==> config.mk <==
export PLATFORM = sky130hd
export DESIGN_NAME = interval_chan
export DESIGN_NICKNAME = d
export VERILOG_FILES = /design/src/rtl/chan_pkg.sv /design/src/rtl/chan_mode_dec.sv /design/src/rtl/chan_gate_edge.sv /design/src/rtl/chan_core.sv /design/src/rtl/interval_chan.sv
export SDC_FILE = /design/constraint.sdc
export NUM_CORES = 1
export LEC_CHECK = 0
export CAP_MARGIN = 20
export CORE_AREA = 2 2 86 88
export CTS_CLUSTER_DIAMETER = 150
export DETAILED_ROUTE_END_ITERATION = 10
export DIE_AREA = 0 0 88 90
export PLACE_DENSITY = 0.71
export SLEW_MARGIN = 20
export SYNTH_ARGS = -nofsm -noshare
export SYNTH_HDL_FRONTEND = slang
export SYNTH_SLANG_ARGS = --single-unit
==> constraint.sdc <==
create_clock -name clk -period 4.9 [get_ports clk]
set_input_delay 1.47 -clock clk [delete_from_list [all_inputs] [get_ports clk]]
set_output_delay 1.47 -clock clk [all_outputs]
set_load 0.02 [all_outputs]
==> src/rtl/chan_pkg.sv <==
package chan_pkg;

  typedef enum logic [2:0] {
    M_TERM     = 3'd0,
    M_ONESHOT  = 3'd1,
    M_RATE     = 3'd2,
    M_SQUARE   = 3'd3,
    M_SWSTROBE = 3'd4,
    M_HWSTROBE = 3'd5
  } mode_e;

  // a load alone arms the next tick copy
  function automatic logic sw_start(input mode_e m);
    return (m == M_TERM) || (m == M_RATE) || (m == M_SQUARE) || (m == M_SWSTROBE);
  endfunction

  // gate rising edge restarts counting
  function automatic logic retrig(input mode_e m);
    return (m == M_ONESHOT) || (m == M_RATE) || (m == M_SQUARE) || (m == M_HWSTROBE);
  endfunction

  // gate level enables counting
  function automatic logic gated(input mode_e m);
    return (m == M_TERM) || (m == M_SWSTROBE);
  endfunction

  // OUT level right after a load
  function automatic logic idle_high(input mode_e m);
    return (m == M_ONESHOT) || (m == M_SQUARE);
  endfunction

  // count runs through zero and wraps
  function automatic logic wraps(input mode_e m);
    return (m == M_TERM) || (m == M_ONESHOT) || (m == M_SWSTROBE) || (m == M_HWSTROBE);
  endfunction

  function automatic logic strobe(input mode_e m);
    return (m == M_SWSTROBE) || (m == M_HWSTROBE);
  endfunction

endpackage

==> src/rtl/chan_mode_dec.sv <==
module chan_mode_dec
  import chan_pkg::*;
(
  input  logic [2:0] code_i,
  output mode_e      mode_o
);

  // codes 6 and 7 fold onto 2 and 3
  assign mode_o = mode_e'(code_i[1] ? {1'b0, code_i[1:0]} : code_i);

endmodule

==> src/rtl/chan_gate_edge.sv <==
module chan_gate_edge (
  input  logic clk,
  input  logic rst,
  input  logic gate_i,
  output logic rise_o
);

  logic gate_q;

  always_ff @(posedge clk) begin
    if (rst) gate_q <= 1'b1;
    else     gate_q <= gate_i;
  end

  assign rise_o = gate_i & ~gate_q;

endmodule

==> src/rtl/chan_core.sv <==
module chan_core
  import chan_pkg::*;
#(
  parameter int CW = 16
) (
  input  logic          clk,
  input  logic          rst,
  input  logic          tick,
  input  logic          gate,
  input  logic          rise,
  input  logic          load,
  input  logic [CW-1:0] load_val,
  input  mode_e         mode,
  output logic [CW-1:0] cnt_o,
  output logic          out_o
);

  localparam logic [CW-1:0] ONE = CW'(1);
  localparam logic [CW-1:0] TWO = CW'(2);

  logic [CW-1:0] initv_q, cnt_q;
  logic          pend_q, trig_q, armed_q, hiph_q, out_q;
  logic [CW-1:0] hi_load, lo_load;
  logic          single, run, reload, fire;

  assign hi_load = (initv_q + ONE) & ~ONE;
  assign lo_load = initv_q & ~ONE;
  assign single  = (initv_q == ONE);
  assign run     = tick & (~gated(mode) | gate);
  assign reload  = tick & (pend_q | trig_q);
  assign fire    = armed_q & (cnt_q == ONE);

  always_ff @(posedge clk) begin
    if (rst) begin
      initv_q <= '0;
      cnt_q   <= '0;
      pend_q  <= 1'b0;
      trig_q  <= 1'b0;
      armed_q <= 1'b0;
      hiph_q  <= 1'b0;
      out_q   <= 1'b0;
    end else begin
      trig_q <= trig_q | (rise & retrig(mode));
      if (load) begin
        initv_q <= load_val;
        pend_q  <= sw_start(mode);
        trig_q  <= rise & retrig(mode);
        armed_q <= 1'b0;
        hiph_q  <= 1'b0;
        out_q   <= idle_high(mode);
      end else if (reload) begin
        pend_q  <= 1'b0;
        trig_q  <= rise & retrig(mode);
        armed_q <= 1'b1;
        if (mode == M_SQUARE) begin
          cnt_q  <= hi_load;
          hiph_q <= 1'b1;
          out_q  <= 1'b1;
        end else begin
          cnt_q <= initv_q;
          out_q <= 1'b0;
        end
      end else if (run) begin
        case (mode)
          M_TERM, M_ONESHOT: begin
            cnt_q <= cnt_q - ONE;
            if (fire) begin
              out_q   <= 1'b1;
              armed_q <= 1'b0;
            end
          end
          M_RATE: begin
            if (cnt_q == ONE) begin
              cnt_q <= initv_q;
              out_q <= 1'b1;
            end else begin
              cnt_q <= cnt_q - ONE;
              out_q <= 1'b0;
            end
          end
          M_SQUARE: begin
            if (cnt_q == TWO) begin
              if (hiph_q && !single) begin
                cnt_q  <= lo_load;
                hiph_q <= 1'b0;
                out_q  <= 1'b0;
              end else begin
                cnt_q  <= hi_load;
                hiph_q <= 1'b1;
                out_q  <= 1'b1;
              end
            end else begin
              cnt_q <= cnt_q - TWO;
            end
          end
          default: begin
            cnt_q <= cnt_q - ONE;
            out_q <= fire;
            if (fire) armed_q <= 1'b0;
          end
        endcase
      end
    end
  end

  assign cnt_o = cnt_q;
  assign out_o = out_q;


  term_sticky_chk: assert property (@(posedge clk) disable iff (rst)
    (mode == M_TERM && out_q && !load) |=> out_q);


  square_even_chk: assert property (@(posedge clk) disable iff (rst)
    (mode == M_SQUARE && tick && !load) |=> !cnt_q[0]);


  strobe_single_chk: assert property (@(posedge clk) disable iff (rst)
    (strobe(mode) && out_q && tick && !load) |=> !out_q);


  gate_hold_chk: assert property (@(posedge clk) disable iff (rst)
    (gated(mode) && tick && !gate && !load && !pend_q) |=> $stable(cnt_q));


  wrap_chk: assert property (@(posedge clk) disable iff (rst)
    (wraps(mode) && run && !reload && !load && cnt_q == '0) |=> (cnt_q == '1));


  idle_hi_chk: assert property (@(posedge clk) disable iff (rst)
    (load && idle_high(mode)) |=> out_q);


  idle_lo_chk: assert property (@(posedge clk) disable iff (rst)
    (load && !idle_high(mode)) |=> !out_q);

endmodule

==> src/rtl/interval_chan.sv <==
module interval_chan
  import chan_pkg::*;
#(
  parameter int CW = 16
) (
  input  logic          clk,
  input  logic          rst,
  input  logic          tick_i,
  input  logic          gate_i,
  input  logic [2:0]    mode_i,
  input  logic          load_i,
  input  logic [CW-1:0] load_val_i,
  output logic [CW-1:0] count_o,
  output logic          out_o
);

  mode_e mode;
  logic  rise;

  chan_mode_dec u_dec (
    .code_i (mode_i),
    .mode_o (mode)
  );

  chan_gate_edge u_edge (
    .clk    (clk),
    .rst    (rst),
    .gate_i (gate_i),
    .rise_o (rise)
  );

  chan_core #(.CW(CW)) u_core (
    .clk      (clk),
    .rst      (rst),
    .tick     (tick_i),
    .gate     (gate_i),
    .rise     (rise),
    .load     (load_i),
    .load_val (load_val_i),
    .mode     (mode),
    .cnt_o    (count_o),
    .out_o    (out_o)
  );

endmodule

### Yosys cells after proc, flatten, opt, wreduce, memory -nomap -nowiden

Index checks and enable logic that the tools add are counted.
W data, S select, Z words.

* register bits after elaboration: 38
* bits of input ports: 24
* output and inout bits: 17
* word-level logic and storage cells: 87

* add/sub/neg operators: 3
* equal/unequal tests: 13
* mux-type cells: 29
* bitwise gates (word level): 11
* reductions and logical operators: 23

Operators by type and width (number)
* $mux W16: 6
* $eq A16 B1 Y1 const B: 2
* $pmux W16 S2: 1
* $mux W1: 20
* $add A16 B1 Y16 const B: 1
* $eq A16 B2 Y1 const B: 1
* $sub A16 B1 Y16 const B: 1
* $sub A16 B2 Y16 const B: 1
* $logic_or A1 B1 Y1: 8
* $reduce_bool A2 Y1: 4
* $eq A3 B2 Y1 const B: 2
* $eq A3 B3 Y1 const B: 2
* $reduce_and A3 Y1: 2
* $reduce_or A2 Y1: 3
* $and A1 B1 Y1: 5
* $ne A2 B2 Y1 const B: 2
* $ne A4 B2 Y1 const B: 1
* $ne A4 B3 Y1 const B: 1
* $reduce_and A4 Y1: 1
* $eq A3 B1 Y1 const B: 1
* $logic_not A3 Y1: 1
* $mux W3: 1
* $not A1 Y1: 3
* $or A1 B1 Y1: 3
* 6 further kinds: 6

### Longest topological paths before layout

* depth after elaboration: 9
* gate-level depth with buffers: 10
* depth with buffers taken out: 8

### Modules after synthesis

From an unflattened synthesis, not the netlist that was laid out.

* cells, all modules: 468
* area total of the unflattened synthesis: 3417.0 um^2

Modules (own cells, without submodules)
* chan_core: instances 1, cells each 462, area each 3355.7 um^2, seq. area each 740.7 um^2
* chan_gate_edge: instances 1, cells each 3, area each 32.5 um^2, seq. area each 20.0 um^2
* chan_mode_dec: instances 1, cells each 3, area each 28.8 um^2, seq. area each 0.0 um^2

### Worst setup path after synthesis

Ideal clock, no wire load.

* kind: input to register
* start: input mode_i[1]
* end: register u_core.cnt_q[5], in the netlist u_core.cnt_o[5]
* library setup time: 0.132 ns
* arrival: 2.819 ns
* data required time: 4.768 ns
* slack: 1.949 ns
* stages on the path: 7
* cells stage by stage: buf_2 nand2_1 clkbuf_1 clkbuf_1 nor2_1 a221oi_1 a211oi_1

* cells in the longest elaborated chain, start to end: 8

Ends and longest elaborated chain
* start: declaration: line interval_chan.sv:10 `input logic [2:0] mode_i,`
* $mux W3 (*): line chan_mode_dec.sv:9 `assign mode_o = mode_e'(code_i[1] ? {1'b0, code_i[1:0]} : code_i);`
* $eq A3 B3 Y1 or $logic_not A3 Y1 (tied branches): line chan_pkg.sv:24, chan_core.sv:64
* $logic_or A1 B1 Y1: line chan_pkg.sv:24 `return (m == M_TERM) || (m == M_SWSTROBE);`
* $not A1 Y1: line chan_core.sv:29 `assign run = tick & (~gated(mode) | gate);`
* $or A1 B1 Y1: line chan_core.sv:29
* $and A1 B1 Y1: line chan_core.sv:29
* $reduce_bool A2 Y1 (no line)
* $reduce_and A2 Y1 (no line)
* end signal: assignment: line chan_core.sv:56 `cnt_q <= hi_load;`
* end signal: assignment: line chan_core.sv:60 `cnt_q <= initv_q;`
* end signal: assignment: line chan_core.sv:66 `cnt_q <= cnt_q - ONE;`
* end: declaration: line chan_core.sv:21 `logic [CW-1:0] initv_q, cnt_q;`

Every way passes the cells marked *; elsewhere a longest branch is shown, timed or not. The select of a mux whose other input is x is not followed.
A chain may end at the register's enable or synchronous reset.

### Final worst setup path

* start: input mode_i[1]
* end: register u_core.cnt_q[13], in the netlist u_core.cnt_o[13]

Same word-level chain as after synthesis.

==> impl_metrics.prom <==
# TYPE chip_impl_metric gauge
chip_impl_metric{name="clkSinkCount",unit=""} 38
chip_impl_metric{name="critical_path_peak_fanout",unit=""} 12
chip_impl_metric{name="finClkSkew",unit="ns"} 0.00993
chip_impl_metric{name="wire_length_of_the_first_global_routing_pass",unit="µm"} 16600
chip_impl_metric{name="worst_hold_margin",unit="ns"} 0.427
chip_impl_metric{name="cts_resizes",unit=""} 0
chip_impl_metric{name="drive_gt1_frac",unit=""} 0.0819
chip_impl_metric{name="layout-area-overhead-vs-synth",unit="%"} 11.8
chip_impl_metric{name="die_y",unit="µm"} 90
chip_impl_metric{name="finalCritPeriodShare",unit=""} 0.722
chip_impl_metric{name="power_report.internal_total",unit="µW"} 570
chip_impl_metric{name="worst_slew_pin_slew",unit="ns"} 0.850
chip_impl_metric{name="ys_types",unit=""} 67
chip_impl_metric{name="hold_violations",unit=""} 0
chip_impl_metric{name="async_flop_share",unit=""} 0
chip_impl_metric{name="global_route.usage.total",unit=""} 0.263
chip_impl_metric{name="avgViaCountPerCell",unit=""} 6.40
chip_impl_metric{name="drc",unit=""} 0
chip_impl_info{name="setup.worst_path.start",value="mode_i[1]"} 1
chip_impl_metric{name="detailroute.wirelength.met3",unit="µm"} 995
chip_impl_metric{name="pwr-share-comb",unit=""} 0.337
chip_impl_metric{name="syn_area_per_cell",unit="µm²"} 7.74
chip_impl_metric{name="finalSetupTns",unit="ns"} 0
chip_impl_metric{name="rrSetupSlack",unit="ns"} 2.14
chip_impl_metric{name="post_synth_instance_area",unit="µm²"} 3410
chip_impl_info{name="netlist_top_cells_count",value="nor2_1 (59), dfxtp_1 (38), nand2_1 (29)"} 1
chip_impl_metric{name="drt_first_pass_iters",unit=""} 8
chip_impl_metric{name="synth.net_count",unit=""} 472
chip_impl_metric{name="critical_path_arrival",unit="ns"} 3.78
chip_impl_metric{name="route.vias.total",unit=""} 3526
chip_impl_info{name="synth.largest_area_cell",value="dfxtp_1"} 1
chip_impl_metric{name="finalWeightedCongestion",unit=""} 0.970
chip_impl_metric{name="filler_cell_count",unit=""} 696
chip_impl_metric{name="post-cts-setup-buffers",unit=""} 0
chip_impl_metric{name="power.sequential.fraction",unit=""} 0.411
chip_impl_info{name="synthMostInstantiatedCell",value="nor2_1"} 1
chip_impl_metric{name="drt_wl_total",unit="µm"} 10200
chip_impl_info{name="critPathCaptureType",value="register"} 1
chip_impl_metric{name="yosys_warnings",unit=""} 0
chip_impl_metric{name="synth_top_area_frac",unit=""} 0.223
chip_impl_metric{name="pin_count_of_the_biggest_net_entering_global_routing",unit=""} 35
chip_impl_metric{name="yosys_register_bits",unit=""} 38
chip_impl_metric{name="remaining_global_route_overflow",unit=""} 0
chip_impl_metric{name="design.die.area",unit="µm²"} 7920
chip_impl_info{name="synth_flop_cell",value="dfxtp_1"} 1
chip_impl_metric{name="maximum_root_to_sink_buffer_count",unit=""} 2
chip_impl_metric{name="drtAntennaViolNets",unit=""} 0
chip_impl_info{name="worst_setup_path_start_kind",value="input pin"} 1
chip_impl_metric{name="initial_utilization",unit=""} 0.486
chip_impl_metric{name="antenna-diode-count",unit=""} 0
chip_impl_metric{name="timing_max_transition_violations_final",unit=""} 0
chip_impl_info{name="status",value="completed"} 1
chip_impl_metric{name="largest_voltage_drop_on_the_vdd_net",unit="mV"} 0.130
chip_impl_metric{name="dieWidth",unit="µm"} 88
chip_impl_metric{name="cts_hold_buf",unit=""} 0
chip_impl_info{name="root_buffer_selected_by_cts",value="clkbuf_8"} 1
chip_impl_metric{name="clock_tree.htree_level_count",unit=""} 2
chip_impl_metric{name="synth_edf_count",unit=""} 0
chip_impl_metric{name="pin_count",unit=""} 41
chip_impl_info{name="critPathKind",value="in -> reg"} 1
chip_impl_info{name="rr_startpoint",value="u_core.cnt_o[3]$_SDFFE_PP0P_"} 1
chip_impl_metric{name="dp.final_hpwl",unit="µm"} 7310
chip_impl_metric{name="worst_ep_required_time",unit="ns"} 5.14
chip_impl_info{name="min_path_type",value="reg -> reg"} 1
chip_impl_metric{name="clk-insertion-delay-late",unit="ns"} 0.31
chip_impl_metric{name="power_density",unit="nW/µm²"} 243
chip_impl_metric{name="seq_area_frac_synth",unit=""} 0.223
chip_impl_info{name="setup.worst_path.end",value="u_core.cnt_o[13]$_SDFFE_PP0P_"} 1
chip_impl_info{name="rsz0062_at_grt",value="no"} 1
chip_impl_info{name="maxUsedRoutingLayer",value="met4"} 1
chip_impl_metric{name="port_buffers",unit=""} 40
chip_impl_metric{name="achievable-frequency",unit="MHz"} 283
chip_impl_metric{name="syn-instance-count",unit=""} 441
chip_impl_metric{name="power_switching",unit="µW"} 359
chip_impl_metric{name="power.static_leakage",unit="nW"} 1.35
chip_impl_metric{name="design.core.area",unit="µm²"} 7020
chip_impl_metric{name="m1WireLength",unit="µm"} 4340
chip_impl_metric{name="num_rows",unit=""} 31
chip_impl_metric{name="wire_per_inst",unit="µm"} 18.5
chip_impl_info{name="synth.area.top_cells",value="dfxtp_1 (22%), nor2_1 (6.5%), xnor2_1 (5.4%)"} 1
chip_impl_metric{name="fin_nets",unit=""} 482
chip_impl_metric{name="wl_met2",unit="µm"} 4700
chip_impl_metric{name="slew_headroom",unit=""} 0.432
chip_impl_metric{name="setup_viol",unit=""} 0
chip_impl_info{name="crit-reg2reg-capture",value="u_core.cnt_o[12]$_SDFFE_PP0P_"} 1
chip_impl_metric{name="cts-buffers-inserted",unit=""} 5
chip_impl_metric{name="reg2regPathDepth",unit=""} 6
chip_impl_metric{name="clkSlewWorstSetupHoldPaths",unit="ns"} 0.08
chip_impl_metric{name="first_global_vias",unit=""} 3129
chip_impl_metric{name="power.share.switching",unit=""} 0.386
chip_impl_metric{name="fin_crit",unit="ns"} 3.54
chip_impl_metric{name="antenna_violations_before_repair",unit=""} 0
chip_impl_metric{name="share_clk_of_total_power",unit=""} 0.252
chip_impl_info{name="tritoncts",value="built"} 1
chip_impl_metric{name="detail_route.iter0.violations",unit=""} 458
chip_impl_metric{name="max_cap_violations",unit=""} 0
## critical path, stage by stage
cell	delay, ns
clkdlybuf4s50_1	0.77
nand2_1	0.24
nor4_1	0.60
nand3_1	0.18
xnor2_1	0.24
a22oi_1	0.11
a21oi_1	0.17
## power by group through the flow
stage	clock network (mW)	registers (mW)	logic (mW)
2_1_floorplan	0	0.362	0.241
3_3_place_gp	0	0.386	0.304
3_5_place_dp	0	0.387	0.305
4_1_cts	0.239	0.380	0.308
5_1_grt	0.252	0.385	0.340
6_report	0.234	0.381	0.313
## sequential cells by signal (all words and copies together), names as in the netlist
| signal | count |
|---|---|
| u_core.cnt_o | 16 |
| u_edge.gate_q | 1 |
| u_core.armed_q | 1 |
| u_core.initv_q | 16 |
| u_core.out_o | 1 |
| u_core.pend_q | 1 |
| u_core.hiph_q | 1 |
| u_core.trig_q | 1 |
## placed cells by master (no fill, tap or decap), types with 7 or more instances in the layout
master           count
dfxtp_1             38
xor2_1              18
o21ai_0             17
nand2_1             29
inv_1               11
mux2i_1             18
nor2_1              59
ha_1                 7
nand3_1             15
a211oi_1            12
clkdlybuf4s50_1     40
a21oi_1             16
nor4_1              13
nor3_1              11
o22ai_1              7
o221ai_1             9
xnor2_1             21
nand4_1              8
## layout make-up
cell class                      instances  area (µm²)  area share
Sequential cell                        38         761       0.199
Timing Repair Buffer                   46         445       0.117
Inverter                               11        41.3      0.0108
Tap cell                               99         124      0.0324
Multi-Input combinational cell        349        2360       0.617
Clock inverter                          3        21.3     0.00557
Clock buffer                            5        68.8      0.0180
## per-layer routing
metal  up-vias  track usage
met4         0       0.0667
met3        24       0.0386
li1       1642            -
met5         -            0
met1      1639        0.387
met2       221        0.398
## stage by stage
step                      std cells  worst slack (ns)  power (mW)   util  instance area, µm²
after floorplan                 441              1.95       0.603      -                3410
after global placement          543              1.21       0.689  0.531                3730
after detailed placement        543              1.09       0.692  0.531                3730
after CTS                       551              1.42       0.926  0.544                3820
after global routing            551              1.26       0.977  0.544                3820
final                           551              1.36       0.928  0.544                3820
## worst min path at each step
stage / start / to / slack, ns / depth (start not counted)
after floorplan: u_edge.gate_q$_SDFF_PP1_ / u_core.trig_q$_SDFF_PP0_ / 0.40 / 1
after CTS: u_edge.gate_q$_SDFF_PP1_ / u_core.trig_q$_SDFF_PP0_ / 0.43 / 1
after global routing: u_edge.gate_q$_SDFF_PP1_ / u_core.trig_q$_SDFF_PP0_ / 0.44 / 1
final: u_edge.gate_q$_SDFF_PP1_ / u_core.trig_q$_SDFF_PP0_ / 0.43 / 1
after detailed placement: u_edge.gate_q$_SDFF_PP1_ / u_core.trig_q$_SDFF_PP0_ / 0.42 / 1
after global placement: u_edge.gate_q$_SDFF_PP1_ / u_core.trig_q$_SDFF_PP0_ / 0.41 / 1
## cell families (layout without fill, tap and decap cells)
group	after synthesis	in the layout	synth area share
buffers and inverters	54	65	0.0872
and+or+nand+nor	179	179	0.285
muxes	19	19	0.0561
DFF	38	38	0.223
AOI/OAI and AO/OA	105	105	0.223
xor gates and xnor gates	39	39	0.100
adders and majority gates	7	7	0.0256
No activity file was read; power rests on OpenSTA's default activity.
